$ cat src/rtl/wbp_pkg.sv
package wbp_pkg;

   typedef struct packed {
      logic start;
      logic stop;
      logic abort;
   } wbp_evt_t;

   function automatic int wbp_cnt_width(input int n);
      return (n <= 2) ? 1 : $clog2(n);
   endfunction

endpackage

$ cat src/rtl/wbp_addr_match.sv
module wbp_addr_match #(
   parameter int              ADDR_W   = 7,
   parameter logic [ADDR_W-1:0] DEV_ADDR = 7'h50,
   parameter logic [ADDR_W-1:0] DONTCARE = '0
) (
   input  logic [ADDR_W:0] addr_byte,
   output logic            hit
);

   logic [ADDR_W-1:0] dev_field;

   assign dev_field = addr_byte[ADDR_W:1];

   generate
      if (DONTCARE == '0) begin : g_exact
         assign hit = (dev_field == DEV_ADDR);
      end else begin : g_masked
         assign hit = (((dev_field ^ DEV_ADDR) & ~DONTCARE) == '0);
      end
   endgenerate

endmodule

$ cat src/rtl/wbp_prog_timer.sv
module wbp_prog_timer #(
   parameter int PROG_CYCLES = 500000
) (
   input  logic clk,
   input  logic rst_n,
   input  logic launch,
   output logic busy,
   output logic last
);

   localparam int CW = wbp_pkg::wbp_cnt_width(PROG_CYCLES);
   localparam logic [CW-1:0] CNT_END = CW'(PROG_CYCLES - 1);

   logic [CW-1:0] cnt;

   always_ff @(posedge clk) begin
      if (!rst_n) begin
         busy <= 1'b0;
         cnt  <= '0;
      end else if (busy) begin
         if (cnt == CNT_END) begin
            busy <= 1'b0;
            cnt  <= '0;
         end else begin
            cnt <= cnt + 1'b1;
         end
      end else if (launch) begin
         busy <= 1'b1;
         cnt  <= '0;
      end
   end

   assign last = busy && (cnt == CNT_END);

   AST_TMR_HOLD: assert property (@(posedge clk) disable iff (!rst_n)
      (busy && !last) |=> busy);

   AST_TMR_START_ZERO: assert property (@(posedge clk) disable iff (!rst_n)
      $rose(busy) |-> (cnt == '0));

   AST_TMR_NO_RELAUNCH: assert property (@(posedge clk) disable iff (!rst_n)
      (busy && !last && launch) |=> (cnt == $past(cnt) + 1'b1));

endmodule

$ cat src/rtl/wbp_seq_track.sv
module wbp_seq_track #(
   parameter int N_TGT = 3
) (
   input  logic             clk,
   input  logic             rst_n,
   input  wbp_pkg::wbp_evt_t evt,
   input  logic             addr_ack,
   input  logic [N_TGT-1:0] wr_done,
   output logic             launch
);

   logic sel;
   logic armed;
   logic any_done;

   assign any_done = |wr_done;

   always_ff @(posedge clk) begin
      if (!rst_n) begin
         sel <= 1'b0;
      end else if (evt.start || evt.stop) begin
         sel <= 1'b0;
      end else if (addr_ack) begin
         sel <= 1'b1;
      end
   end

   always_ff @(posedge clk) begin
      if (!rst_n) begin
         armed <= 1'b0;
      end else if (evt.start || evt.stop || evt.abort) begin
         armed <= 1'b0;
      end else if (sel && any_done) begin
         armed <= 1'b1;
      end
   end

   assign launch = evt.stop && armed;

   AST_ARM_NEEDS_SEL: assert property (@(posedge clk) disable iff (!rst_n)
      $rose(armed) |-> $past(sel));

   AST_ARM_NEEDS_DONE: assert property (@(posedge clk) disable iff (!rst_n)
      $rose(armed) |-> $past(any_done));

   AST_ABORT_DISARMS: assert property (@(posedge clk) disable iff (!rst_n)
      evt.abort |=> !armed);

endmodule

$ cat src/rtl/wbp_poller.sv
module wbp_poller #(
   parameter int                ADDR_W      = 7,
   parameter logic [ADDR_W-1:0] DEV_ADDR    = 7'h50,
   parameter logic [ADDR_W-1:0] DONTCARE    = '0,
   parameter int                N_TGT       = 3,
   parameter int                PROG_CYCLES = 500000
) (
   input  logic             clk,
   input  logic             rst_n,
   input  logic             evt_start,
   input  logic             evt_stop,
   input  logic             evt_abort,
   input  logic             addr_valid,
   input  logic [ADDR_W:0]  addr_byte,
   input  logic [N_TGT-1:0] wr_done,
   output logic             ack_en,
   output logic             busy
);

   generate
      if (PROG_CYCLES < 2) begin : g_bad_prog
         $error("wbp_poller: PROG_CYCLES must be at least 2");
      end
      if (N_TGT < 1) begin : g_bad_tgt
         $error("wbp_poller: N_TGT must be at least 1");
      end
      if (ADDR_W < 1) begin : g_bad_addr
         $error("wbp_poller: ADDR_W must be at least 1");
      end
   endgenerate

   wbp_pkg::wbp_evt_t evt;
   logic hit;
   logic tmr_last;
   logic launch;
   logic locked;
   logic ack_now;

   assign evt.start = evt_start;
   assign evt.stop  = evt_stop;
   assign evt.abort = evt_abort;

   wbp_addr_match #(
      .ADDR_W  (ADDR_W),
      .DEV_ADDR(DEV_ADDR),
      .DONTCARE(DONTCARE)
   ) u_match (
      .addr_byte(addr_byte),
      .hit      (hit)
   );

   wbp_prog_timer #(
      .PROG_CYCLES(PROG_CYCLES)
   ) u_timer (
      .clk   (clk),
      .rst_n (rst_n),
      .launch(launch),
      .busy  (busy),
      .last  (tmr_last)
   );

   wbp_seq_track #(
      .N_TGT(N_TGT)
   ) u_seq (
      .clk     (clk),
      .rst_n   (rst_n),
      .evt     (evt),
      .addr_ack(ack_now),
      .wr_done (wr_done),
      .launch  (launch)
   );

   assign locked  = busy && !tmr_last;
   assign ack_now = addr_valid && hit && !locked;

   always_ff @(posedge clk) begin
      if (!rst_n) begin
         ack_en <= 1'b0;
      end else begin
         ack_en <= ack_now;
      end
   end

   AST_BUSY_NACK: assert property (@(posedge clk) disable iff (!rst_n)
      (addr_valid && busy && !tmr_last) |=> !ack_en);

   AST_MISMATCH_NACK: assert property (@(posedge clk) disable iff (!rst_n)
      (addr_valid && !hit) |=> !ack_en);

   AST_BUSY_AFTER_STOP: assert property (@(posedge clk) disable iff (!rst_n)
      $rose(busy) |-> $past(evt_stop));

   AST_TERMINAL_ACK: assert property (@(posedge clk) disable iff (!rst_n)
      (addr_valid && hit && tmr_last) |=> (ack_en && !busy));

   AST_IDLE_ACK: assert property (@(posedge clk) disable iff (!rst_n)
      (addr_valid && hit && !busy) |=> ack_en);

endmodule

$ cat config.mk
export PLATFORM = sky130hd
export DESIGN_NAME = wbp_poller
export DESIGN_NICKNAME = d
export VERILOG_FILES = /design/src/rtl/wbp_pkg.sv /design/src/rtl/wbp_addr_match.sv /design/src/rtl/wbp_prog_timer.sv /design/src/rtl/wbp_seq_track.sv /design/src/rtl/wbp_poller.sv
export SDC_FILE = /design/constraint.sdc
export NUM_CORES = 1
export LEC_CHECK = 0
export ABC_AREA = 1
export BUFFER_PORTS_ARGS = -buffer_cell sky130_fd_sc_hd__buf_4
export CORE_UTILIZATION = 39
export CTS_CLUSTER_SIZE = 14
export DETAILED_ROUTE_END_ITERATION = 10
export PLACE_DENSITY = 0.59
export RECOVER_POWER = 25
export SLEW_MARGIN = 20
export SYNTH_ARGS = -nofsm -noshare
export SYNTH_HDL_FRONTEND = slang
export SYNTH_HIERARCHICAL = 1
export SYNTH_SLANG_ARGS = --single-unit
export TNS_END_PERCENT = 100
$ cat constraint.sdc
create_clock -name clk -period 2.9 [get_ports clk]
set_input_delay 0.58 -clock clk [delete_from_list [all_inputs] [get_ports clk]]
set_output_delay 0.58 -clock clk [all_outputs]
set_load 0.05 [all_outputs]
Yosys cells after proc, flatten, opt, wreduce, memory -nomap -nowiden
Cells that the tools add are included.
{"block": "totals", "reg_bits": 23, "input_bits": 17, "output_inout_bits": 2, "elab_cells": 29}
{"block": "op_classes", "n_addsub": 1, "n_eq_ne": 2, "muxes": 6, "bitwise_logic": 1, "reduce_logical": 14}
{"operator": "19-bit 2-to-1 mux", "count": 3}
{"operator": "19-bit by 1-bit adder with 19-bit output (second input constant)", "count": 1}
{"operator": "19-bit equality test (second input constant)", "count": 1}
{"operator": "7-bit equality test (second input constant)", "count": 1}
{"operator": "1-bit logical AND", "count": 6}
{"operator": "2-bit OR reduction", "count": 2}
{"operator": "1-bit 2-to-1 mux", "count": 3}
{"operator": "3-bit OR reduction", "count": 1}
{"operator": "1-bit logical NOT", "count": 2}
{"operator": "1-bit logical OR", "count": 2}
{"operator": "2-bit nonzero test", "count": 1}
{"operator": "1-bit NOT", "count": 1}

Depth between registers and ports, before layout
Gate-level depths: netlist of run 1.
{"block": "depth", "ltp_word": 6, "depth_mapped": 11}

Modules after synthesis
The synthesis of run 1 kept the hierarchy.
{"mod": "wbp_prog_timer", "instances": 1, "cells_each": 181, "area_each_um2": 1255.0}
{"mod": "wbp_seq_track", "instances": 1, "cells_each": 17, "area_each_um2": 105.1}
{"mod": "wbp_poller", "instances": 1, "cells_each": 9, "area_each_um2": 55.1}
{"mod": "wbp_addr_match", "instances": 1, "cells_each": 6, "area_each_um2": 26.3}

Worst setup path after synthesis of run 1
OpenSTA, ideal clock, no wires.
{"block": "synth_timing", "path_type": "flip-flop to flip-flop", "startpoint": "reg u_timer.busy", "endpoint": "reg u_seq.sel", "arrival_ns": 1.484, "slack_ns": 1.352, "stages_incl_launch_ff": 10, "path_buffers": 1, "period_less_slack_ns": 1.548, "path_cell_list": "dfxtp_1 > clkbuf_2 > inv_1 > nor3_1 > inv_1 > nand2_1 > nand2_2 > inv_1 > nor2_1 > nor2_1"}
{"block": "synth_via", "elab_chain_cells": 5}
{"item": "start: declaration", "line": "wbp_prog_timer.sv:7", "text": "output logic busy,"}
{"item": "start signal: assignment", "line": "wbp_prog_timer.sv:18", "text": "busy <= 1'b0;"}
{"item": "start signal: assignment", "line": "wbp_prog_timer.sv:22", "text": "busy <= 1'b0;"}
{"item": "start signal: assignment", "line": "wbp_prog_timer.sv:28", "text": "busy <= 1'b1;"}
{"item": "1-bit logical AND", "line": "wbp_prog_timer.sv:33", "text": "assign last = busy && (cnt == CNT_END);"}
{"item": "via tmr_last", "line": "wbp_poller.sv:34", "text": "logic tmr_last;"}
{"item": "1-bit logical NOT", "line": "wbp_poller.sv:73", "text": "assign locked = busy && !tmr_last;"}
{"item": "1-bit logical AND", "line": "wbp_poller.sv:73"}
{"item": "1-bit logical NOT", "line": "wbp_poller.sv:74", "text": "assign ack_now = addr_valid && hit && !locked;"}
{"item": "1-bit logical AND", "line": "wbp_poller.sv:74"}
{"item": "via ack_now", "line": "wbp_poller.sv:37", "text": "logic ack_now;"}
{"item": "end signal: assignment", "line": "wbp_seq_track.sv:20", "text": "sel <= 1'b0;"}
{"item": "end signal: assignment", "line": "wbp_seq_track.sv:22", "text": "sel <= 1'b0;"}
{"item": "end signal: assignment", "line": "wbp_seq_track.sv:24", "text": "sel <= 1'b1;"}
{"item": "end: declaration", "line": "wbp_seq_track.sv:12", "text": "logic sel;"}
The timed path passes the listed nets, and every way through them passes these cells.
A chain may end at the register's enable or synchronous reset.

Worst setup path after layout of run 1
{"block": "layout_timing", "startpoint": "reg u_timer.cnt[1]", "endpoint": "reg u_seq.sel"}
{"block": "layout_via", "elab_chain_cells": 6}
{"item": "start: declaration", "line": "wbp_prog_timer.sv:14", "text": "logic [CW-1:0] cnt;"}
{"item": "start signal: assignment", "line": "wbp_prog_timer.sv:25", "text": "cnt <= cnt + 1'b1;"}
{"item": "19-bit equality test", "line": "wbp_prog_timer.sv:33"}
{"item": "1-bit logical AND", "line": "wbp_prog_timer.sv:33"}
{"item": "via tmr_last", "line": "wbp_poller.sv:34"}
{"item": "1-bit logical NOT", "line": "wbp_poller.sv:73"}
{"item": "1-bit logical AND", "line": "wbp_poller.sv:73"}
{"item": "1-bit logical NOT", "line": "wbp_poller.sv:74"}
{"item": "1-bit logical AND", "line": "wbp_poller.sv:74"}
{"item": "via ack_now", "line": "wbp_poller.sv:37"}
The timed path passes the listed nets, and every way through them passes these cells.

==> summary.md, run 1 <==
| Metric | Value |
|---|---|
| Initial Utilization | between 40% and 50% |
| Gr usage total | roughly 17% |
| CTS Buf Count | 3 |
| Synth Register Bits | 23 |
| Critical path arrival | slightly below 2000 ps |
| Crit start category | register |
| Sum Neg Setup Slack | 0 ps |
| Worst Tran Pin Value | ~590 ps |
| Net Count, Synth | approximately 230 |
| Worst VDD drop | around 260 µV |
| Sw frac | around 22% |
| Largest net degree at the start of global routing | 17 |
| IO buf count | 17 |
| GRT Residual Overflow | 0 |
| Final period util | 60.78% |
| Hold_buf cts | 0 |
| Clk Latency, worst-skew pair | between 200 and 300 ps |
| Die width | between 60 and 70 µm |
| Post-Syn Instances | 213 |
| Most frequent cells in the layout | nand2_1, nor2_1, dfxtp_1 |
| Commonest non-fill, non-tap cell in the layout | nand2_1 |
| Detailed Place HPWL | approximately 2200 µm |
| Clock Tree Root | clkbuf_8 |
| Total Power | approximately 0.00055 W |
| Filler Cells Inserted | between 300 and 400 |
| Max-slew violation count | 0 |
| Vias/cell | 4.669 |
| Initial antenna violation count | 0 |
| Share of layout cells above drive strength 1 | 22.71% |
| Core area | approximately 3400 µm² |
| Setup violators final | 0 |
| Status | complete, no violations |
| # resized after CTS | 0 |
| Switching pwr | 0.0001216 W |
| Total die area | roughly 3900 µm² |
| Crit path from | u_timer/cnt[1] |
| First drt pass iteration count | 4 |
| Placed cells | between 200 and 300 |
| Post-CTS Setup Inserts | 0 |
| Post-route ant nets | 0 |
| Max-cap violation count | 0 |
| Critical R2R Launch | u_timer/cnt[1] |
| Crit Path Max Fanout | 4 |
| Bufs on Longest Clock Path | 2 |
| Dpl ws | between 1000 and 1500 ps |
| Clock Sinks | 23 |
| Area of the mapped netlist | between 1000 and 1500 µm² |
| Worst hold stages | 2 |
| Reg clk slew, reported paths | approximately 90 ps |
| Hold path start | u_seq/armed |
| Post-route minimum period | 1763 ps |
| Achievable clock frequency | between 500 and 600 MHz |
| Worst EP required | ~3100 ps |
| WL/cell | approximately 11 µm |
| Worst setup path category | register to register |
| Die height | between 60 and 70 µm |
| Area post-placement | 1607 µm² |
| Yosys warning count | 6 |
| Setup WS post-layout | 1137 ps |
| Critical Path End Type | register |
| CTS H-Tree Depth | 1 |
| Register area share after synthesis | 31.94% |
| Setup Skew | between 4 and 5 ps |
| Nets@finish | ~250 |
| Worst min-delay path class | register to register |
| Drt first-iter violations | a little under 70 |
| RSZ-0062 raised after global routing | no |
| P&R area growth vs syn | 13.28% |
| Layout Cells excl Fill | 275 |
| Vias | around 1,300 |
| CTS tree | built |
| Worst reg-to-reg path cell count | 11 |
| Power share of the clock group | about 38% |
| Num rows | 21 |
| Pleak | 0.5972 nW |
| Comb power frac | 4.9% |
| Internal power | between 0.0004 and 0.0005 W |
| Syn_area_per_cell | a little under 7 µm² |
| Post-route DRC | 0 |
| Pwr Density | between 300 and 400 nW/µm² |
| Final instance area | roughly 1600 µm² |
| Vias in the first global route | 1,221 |
| First-pass GRT wire length | 5313 µm |
| Drt total wl | between 2000 and 3000 µm |
| Relative slew margins | between 60% and 70% |
| Ports | 19 |
| RD Place Congestion | between 0.7 and 0.8 |
| N_diodes | 0 |
| Seq pwr share | between 50% and 60% |
| Netlist cell types | 29 |
| Fin. Hold Viols | 0 |
==> path summary, 6_finish.rpt <==
check	endpoint	slack (ps)
worst max register to register	u_seq/sel	1140
worst min register to register	u_seq/armed	460
worst min-delay path	u_seq/armed	460
worst max-delay path	u_seq/sel	1140
==> cell usage after synthesis (all sizes together) <==
| cell | n | area share, % |
|---|---|---|
| xor2 | 7 | 4.3 |
| o21bai | 1 | 0.78 |
| a31oi | 1 | 0.43 |
| nand3 | 24 | 9.0 |
| nor2 | 37 | 14 |
| a21o | 1 | 0.52 |
| clkbuf | 1 | 0.35 |
| xnor2 | 1 | 0.61 |
| ha | 1 | 0.87 |
| clkinv | 2 | 0.52 |
| nand4 | 6 | 2.6 |
| nor4 | 1 | 0.43 |
| dfxtp | 23 | 32 |
| buf | 6 | 2.1 |
| o21ai | 3 | 1.0 |
| a21oi | 14 | 6.4 |
| nor3 | 4 | 1.4 |
| nand2 | 54 | 16 |
| or2 | 3 | 1.3 |
| inv | 23 | 6.0 |
==> area by class of cell <==
type                       instances  area (µm²)  share of cell area, %
clock buffer                       3       41.29                  2.529
clock inverter                     1       5.005                 0.3065
inverter                          25       93.84                  5.747
multi-input combinational        158       835.8                  51.19
sequential                        23       460.4                  28.20
tap                               46       57.56                  3.525
timing repair buffer              19       138.9                  8.506
==> flip-flops by register name, summed over array words and instances, names as in the netlist <==
register      count
u_timer/busy      1
ack_en            1
u_timer/cnt      19
u_seq/sel         1
u_seq/armed       1
==> stage by stage <==
step                utilization [%]  hold WS (ps)
CTS                           48.02         465.8
global route                  47.44         518.6
floorplan                         -         439.9
detailed placement            46.67         453.3
global placement              46.67         450.0
finish                        47.44         456.4
==> cell families (layout without fill, tap and decap cells) <==
group                      count (synthesis)  in the layout  synth area share, %
and+or+nand+nor                          129            129                44.19
xor gates and xnor gates                   8              8                4.861
buffers and inverters                     32             48                8.941
AOI/OAI and AO/OA                         20             20                9.202
DFF                                       23             23                31.94
adders and majority gates                  1              1               0.8679
==> power by group through the flow <==
| stage | combinational (W) | clock, W | sequential, W |
|---|---|---|---|
| 2_1_floorplan | 0.00000908 | 0 | 0.000323 |
| 3_3_place_gp | 0.0000273 | 0 | 0.000323 |
| 6_report | 0.0000270 | 0.000206 | 0.000315 |
| 3_5_place_dp | 0.0000272 | 0 | 0.000323 |
| 5_1_grt | 0.0000299 | 0.000228 | 0.000316 |
| 4_1_cts | 0.0000274 | 0.000211 | 0.000316 |
==> critical path, cell delays in order, from the launching register on <==
cell and delay (ps):
dfxtp_1 360, ha_1 180, nand2_1 80, nor2_1 350
nand3_1 130, nor3_1 220, inv_1 70, nand2_1 70
nand2_2 70, inv_1 50, nor2_1 30, nor2_1 90
==> routing by layer <==
metal	vias up	wire (µm)	track usage (%)
li1	704	-	-
met1	545	1449	21.08
met2	31	1326	28.40
met3	4	171	4.380
met4	0	27	5.233
met5	-	0	0
Power figures use the tool's default switching activity.
==> inputs of run 2 (changes only) <==
--- a/config.mk
+++ b/config.mk
@@ -5,7 +5,7 @@
 export SDC_FILE = /design/constraint.sdc
 export NUM_CORES = 1
 export LEC_CHECK = 0
-export ABC_AREA = 1
+export ABC_AREA = 0
 export BUFFER_PORTS_ARGS = -buffer_cell sky130_fd_sc_hd__buf_4
 export CORE_UTILIZATION = 39
 export CTS_CLUSTER_SIZE = 14
==> constraint.sdc (replaced) <==
create_clock -name clk -period 1.65 [get_ports clk]
set_input_delay 0.33 -clock clk [delete_from_list [all_inputs] [get_ports clk]]
set_output_delay 0.33 -clock clk [all_outputs]
set_load 0.05 [all_outputs]
==> run 2 against run 1 <==
Against the previous run: the run now ends with negative setup slack left; register-to-register slack got worse by 1200 ps; synthesized area fell by 14%; flip-flop and latch count did not move; largest cell class unchanged; largest power group unchanged.
==> summary.md, run 2 <==
| Metric | Value |
|---|---|
| Fraction of registers with async set/reset | 0% (unchanged) |
| Max-slew violation count | 0 (unchanged) |
| Power share of the clock group | 31.3% (-6.3 points) |
| CTS Buf Count | 3 (unchanged) |
| IO buf count | 17 (unchanged) |
| Total die area | 3405 µm² (-14%) |
| Clock Tree Root | clkbuf_4 |
| GRT Residual Overflow | 0 (unchanged) |
| Bufs on Longest Clock Path | 2 (unchanged) |
| Final period util | 106.8% (+46 points) |
| Yosys warning count | 6 (unchanged) |
| Critical R2R Launch | u_timer/cnt[5] |
| Post-Syn Instances | 154 (-28%) |
| Layout Cells excl Fill | 249 (-9.5%) |
| Initial Utilization | 40.91% (-0.97 points) |
| Clock Sinks | 23 (unchanged) |
| Syn_area_per_cell | 8.043 µm² (+19%) |
| Ports | 19 (unchanged) |
| Synth top area share | 37.17% (+5.2 points) |
| Leading area contributor after synthesis | dfxtp_1 |
| Failing checks | negative setup slack |
| Largest net degree at the start of global routing | 17 (unchanged) |
| Largest Register | u_timer/cnt |
| Drt total wl | 3326 µm (+12%) |
| Core area | 3028 µm² (-12%) |
| Clk Latency, worst-skew pair | 320 ps (+50 ps) |
| Die width | 58.36 µm (-7.1%) |
| Setup WS post-layout | -112.6 ps (-1250 ps) |
| Detailed Place HPWL | 2460 µm (+11%) |
| Netlist cell types | 42 (+45%) |
| Register area share after synthesis | 37.17% (+5.2 points) |
| RD Place Congestion | 0.8109 (+4.5%) |
| R2R Path End | u_timer/cnt[14] |
| Hold_buf cts | 0 (unchanged) |
| Crit path from | u_timer/cnt[5] |
| WL/cell | 13.36 µm (+23%) |
| Fin. Hold Viols | 0 (unchanged) |
| Initial antenna violation count | 0 (unchanged) |
| Critical Path End Type | register |
| Nets@finish | 224 (-9.7%) |
| R2r setup slk | -110 ps (-1250 ps) |
| Post-synth EDFFs | 0 (unchanged) |
| Internal power | 0.0006766 W (+59%) |
| Gr usage total | 21.46% (+4.5 points) |
| Worst Tran Pin Value | 598.3 ps (+9.591 ps) |
| Critical path arrival | 2000 ps (+20 ps) |
| Worst VDD drop | 291.3 µV (+11%) |
| CTS H-Tree Depth | 1 (unchanged) |
| Pleak | 0.6768 nW (+13%) |
| Comb power frac | 5.5% (+0.6 points) |
| Worst reg-to-reg path cell count | 7 (-4) |
| P&R area growth vs syn | 48.59% |
| RSZ-0062 raised after global routing | yes |
| Sw frac | 22.73% (+0.57 points) |
| Post-synth top flop | dfxtp_1 |
| Reg clk slew, reported paths | 140 ps (+50 ps) |
| Drt first-iter violations | 52 (-24%) |
| Synth Register Bits | 23 (unchanged) |
| Total Power | 0.0008757 W (+60%) |
| Die height | 58.36 µm (-7.1%) |
| Sum Neg Setup Slack | -762.9 ps (-762.9 ps) |
| Filler Cells Inserted | 284 (-25%) |
| Setup Skew | 15.88 ps (+11.76 ps) |
| Largest cells by area after synthesis | dfxtp_1, o21ai_0, nand2_1, nand3_1, nor2_1 |
| CTS tree | built |
| Switching pwr | 0.0001991 W (+64%) |
| Post-Route Utilization | 60.79% (+13 points) |
| First-pass GRT wire length | 5602 µm (+5.4%) |
| Minimum hold slack | 162.6 ps (-293.8 ps) |
| Seq pwr share | 63.2% (+5.7 points) |
| Worst EP required | 1880 ps (-1230 ps) |
| Post-route DRC | 0 (unchanged) |
| Worst min-delay path class | primary input to register |
| Vias | 1,315 (+2.4%) |
| Vias/cell | 5.281 (+13%) |
| CP Capture Point | u_timer/cnt[14] |
| Setup violators final | 12 (+12) |
| Crit Path Max Fanout | 6 (+2) |
| Vias in the first global route | 1,325 (+8.5%) |
| Post-route minimum period | 1763 ps (-0.05200 ps) |
| Max-cap violation count | 0 (unchanged) |
| Worst hold stages | 2 (unchanged) |
| Placed cells | 243 (-10%) |
| Status | complete, but fails checks |
| Share of layout cells above drive strength 1 | 44.88% (+22 points) |
| First drt pass iteration count | 4 (unchanged) |
| Crit start category | register |
| Post-route ant nets | 0 (unchanged) |
| Commonest non-fill, non-tap cell in the layout | buf_4 |
| Max reg flops | 19 (unchanged) |
| Commonest cells post-synth | dfxtp_1, nand2_1, o21ai_0 |
| Count leader, synth | dfxtp_1 |
| Most frequent cells in the layout | buf_4, nand2_1, dfxtp_1 |
| Num rows | 20 (-4.8%) |
| Net Count, Synth | 172 (-26%) |
| Pwr Density | 475.8 nW/µm² (+42%) |
| Worst setup path category | register to register |
| N_diodes | 0 (unchanged) |
| Relative slew margins | 60.28% (-0.64 points) |
| Area of the mapped netlist | 1239 µm² (-14%) |
| Achievable clock frequency | 567.3 MHz (about the same) |
## run 2: cell types whose count changed after synthesis, moves of 5 or more
cell | previous run | this run
nand3_1 | 22 | 9
inv_1 | 19 | 9
nand2_1 | 47 | 18
nor2_1 | 25 | 12
a21oi_2 | 6 | 0
xor2_1 | 7 | 0
or3_2 | 0 | 5
nand2_2 | 6 | 0
nor2_4 | 6 | 0
nor2_2 | 6 | 0
o21ai_0 | 1 | 14
## run 2: layer usage
layer / vias up / routed length (µm) / track usage (%)
met4: 0 / 78 / 10.88
met2: 20 / 1733 / 38.42
li1: 663 / - / -
met5: - / 0 / 0
met1: 623 / 1443 / 25.58
met3: 9 / 70 / 1.978
## run 2: worst min-delay path by stage
stage                     startpoint           to  slack, ps
final                      evt_abort  u_seq/armed        160
after global routing       evt_abort  u_seq/armed        160
after CTS                  evt_abort  u_seq/armed        160
after detailed placement   u_seq/sel    u_seq/sel        470
after global placement     u_seq/sel    u_seq/sel        460
after floorplan            evt_abort  u_seq/armed        410
## run 2: area by class of cell
type	instances	area [µm²]	area share (%)
sequential	23	473.0	25.70
multi-input combinational	116	845.8	45.96
inverter	9	33.78	1.835
tap	44	55.05	2.991
clock buffer	4	26.28	1.428
timing repair buffer	53	406.6	22.09
## run 2: per-stage QoR
stage	setup slack [ps]	cell area [µm²]
final	-112.6	1841
after global placement	-38.48	1678
after floorplan	-30.90	1262
after detailed placement	-99.13	1678
after CTS	-59.42	1743
after global routing	-179.4	1841
## run 2: logic make-up (layout without fill, tap and decap cells)
logic type | after synthesis | after routing | share of synthesized area (%)
adders and majority gates | 1 | 1 | 1.010
buffers and inverters | 15 | 66 | 5.554
AOI/OAI and AO/OA | 34 | 34 | 19.19
DFF | 23 | 23 | 37.17
and+or+nand+nor | 78 | 78 | 34.95
xor gates and xnor gates | 3 | 3 | 2.122
## run 2: critical path: stages, from the launching register on
cell	delay (ps)
dfxtp_2	360
nor4_4	300
nand4_1	230
buf_4	210
o211ai_4	210
buf_12	150
nor4_2	40
o22a_1	190
## run 2: what timing repair did
| item | in CTS | in global routing |
|---|---|---|
| pin swaps | 2 | 9 |
| setup endpoints to repair | 12 | 19 |
| hold endpoints to repair | 0 | 0 |
| gates resized for setup | 8 | 27 |
| buffers inserted | 0 | 2 |
## run 2: power by group through the flow
stage | Combinational, W | Clock (W) | Sequential, W
floorplan | 0.0000140 | 0 | 0.000568
detailed placement | 0.0000485 | 0 | 0.000568
global route | 0.0000530 | 0.000310 | 0.000554
global placement | 0.0000464 | 0 | 0.000568
finish | 0.0000484 | 0.000274 | 0.000553
CTS | 0.0000488 | 0.000285 | 0.000554
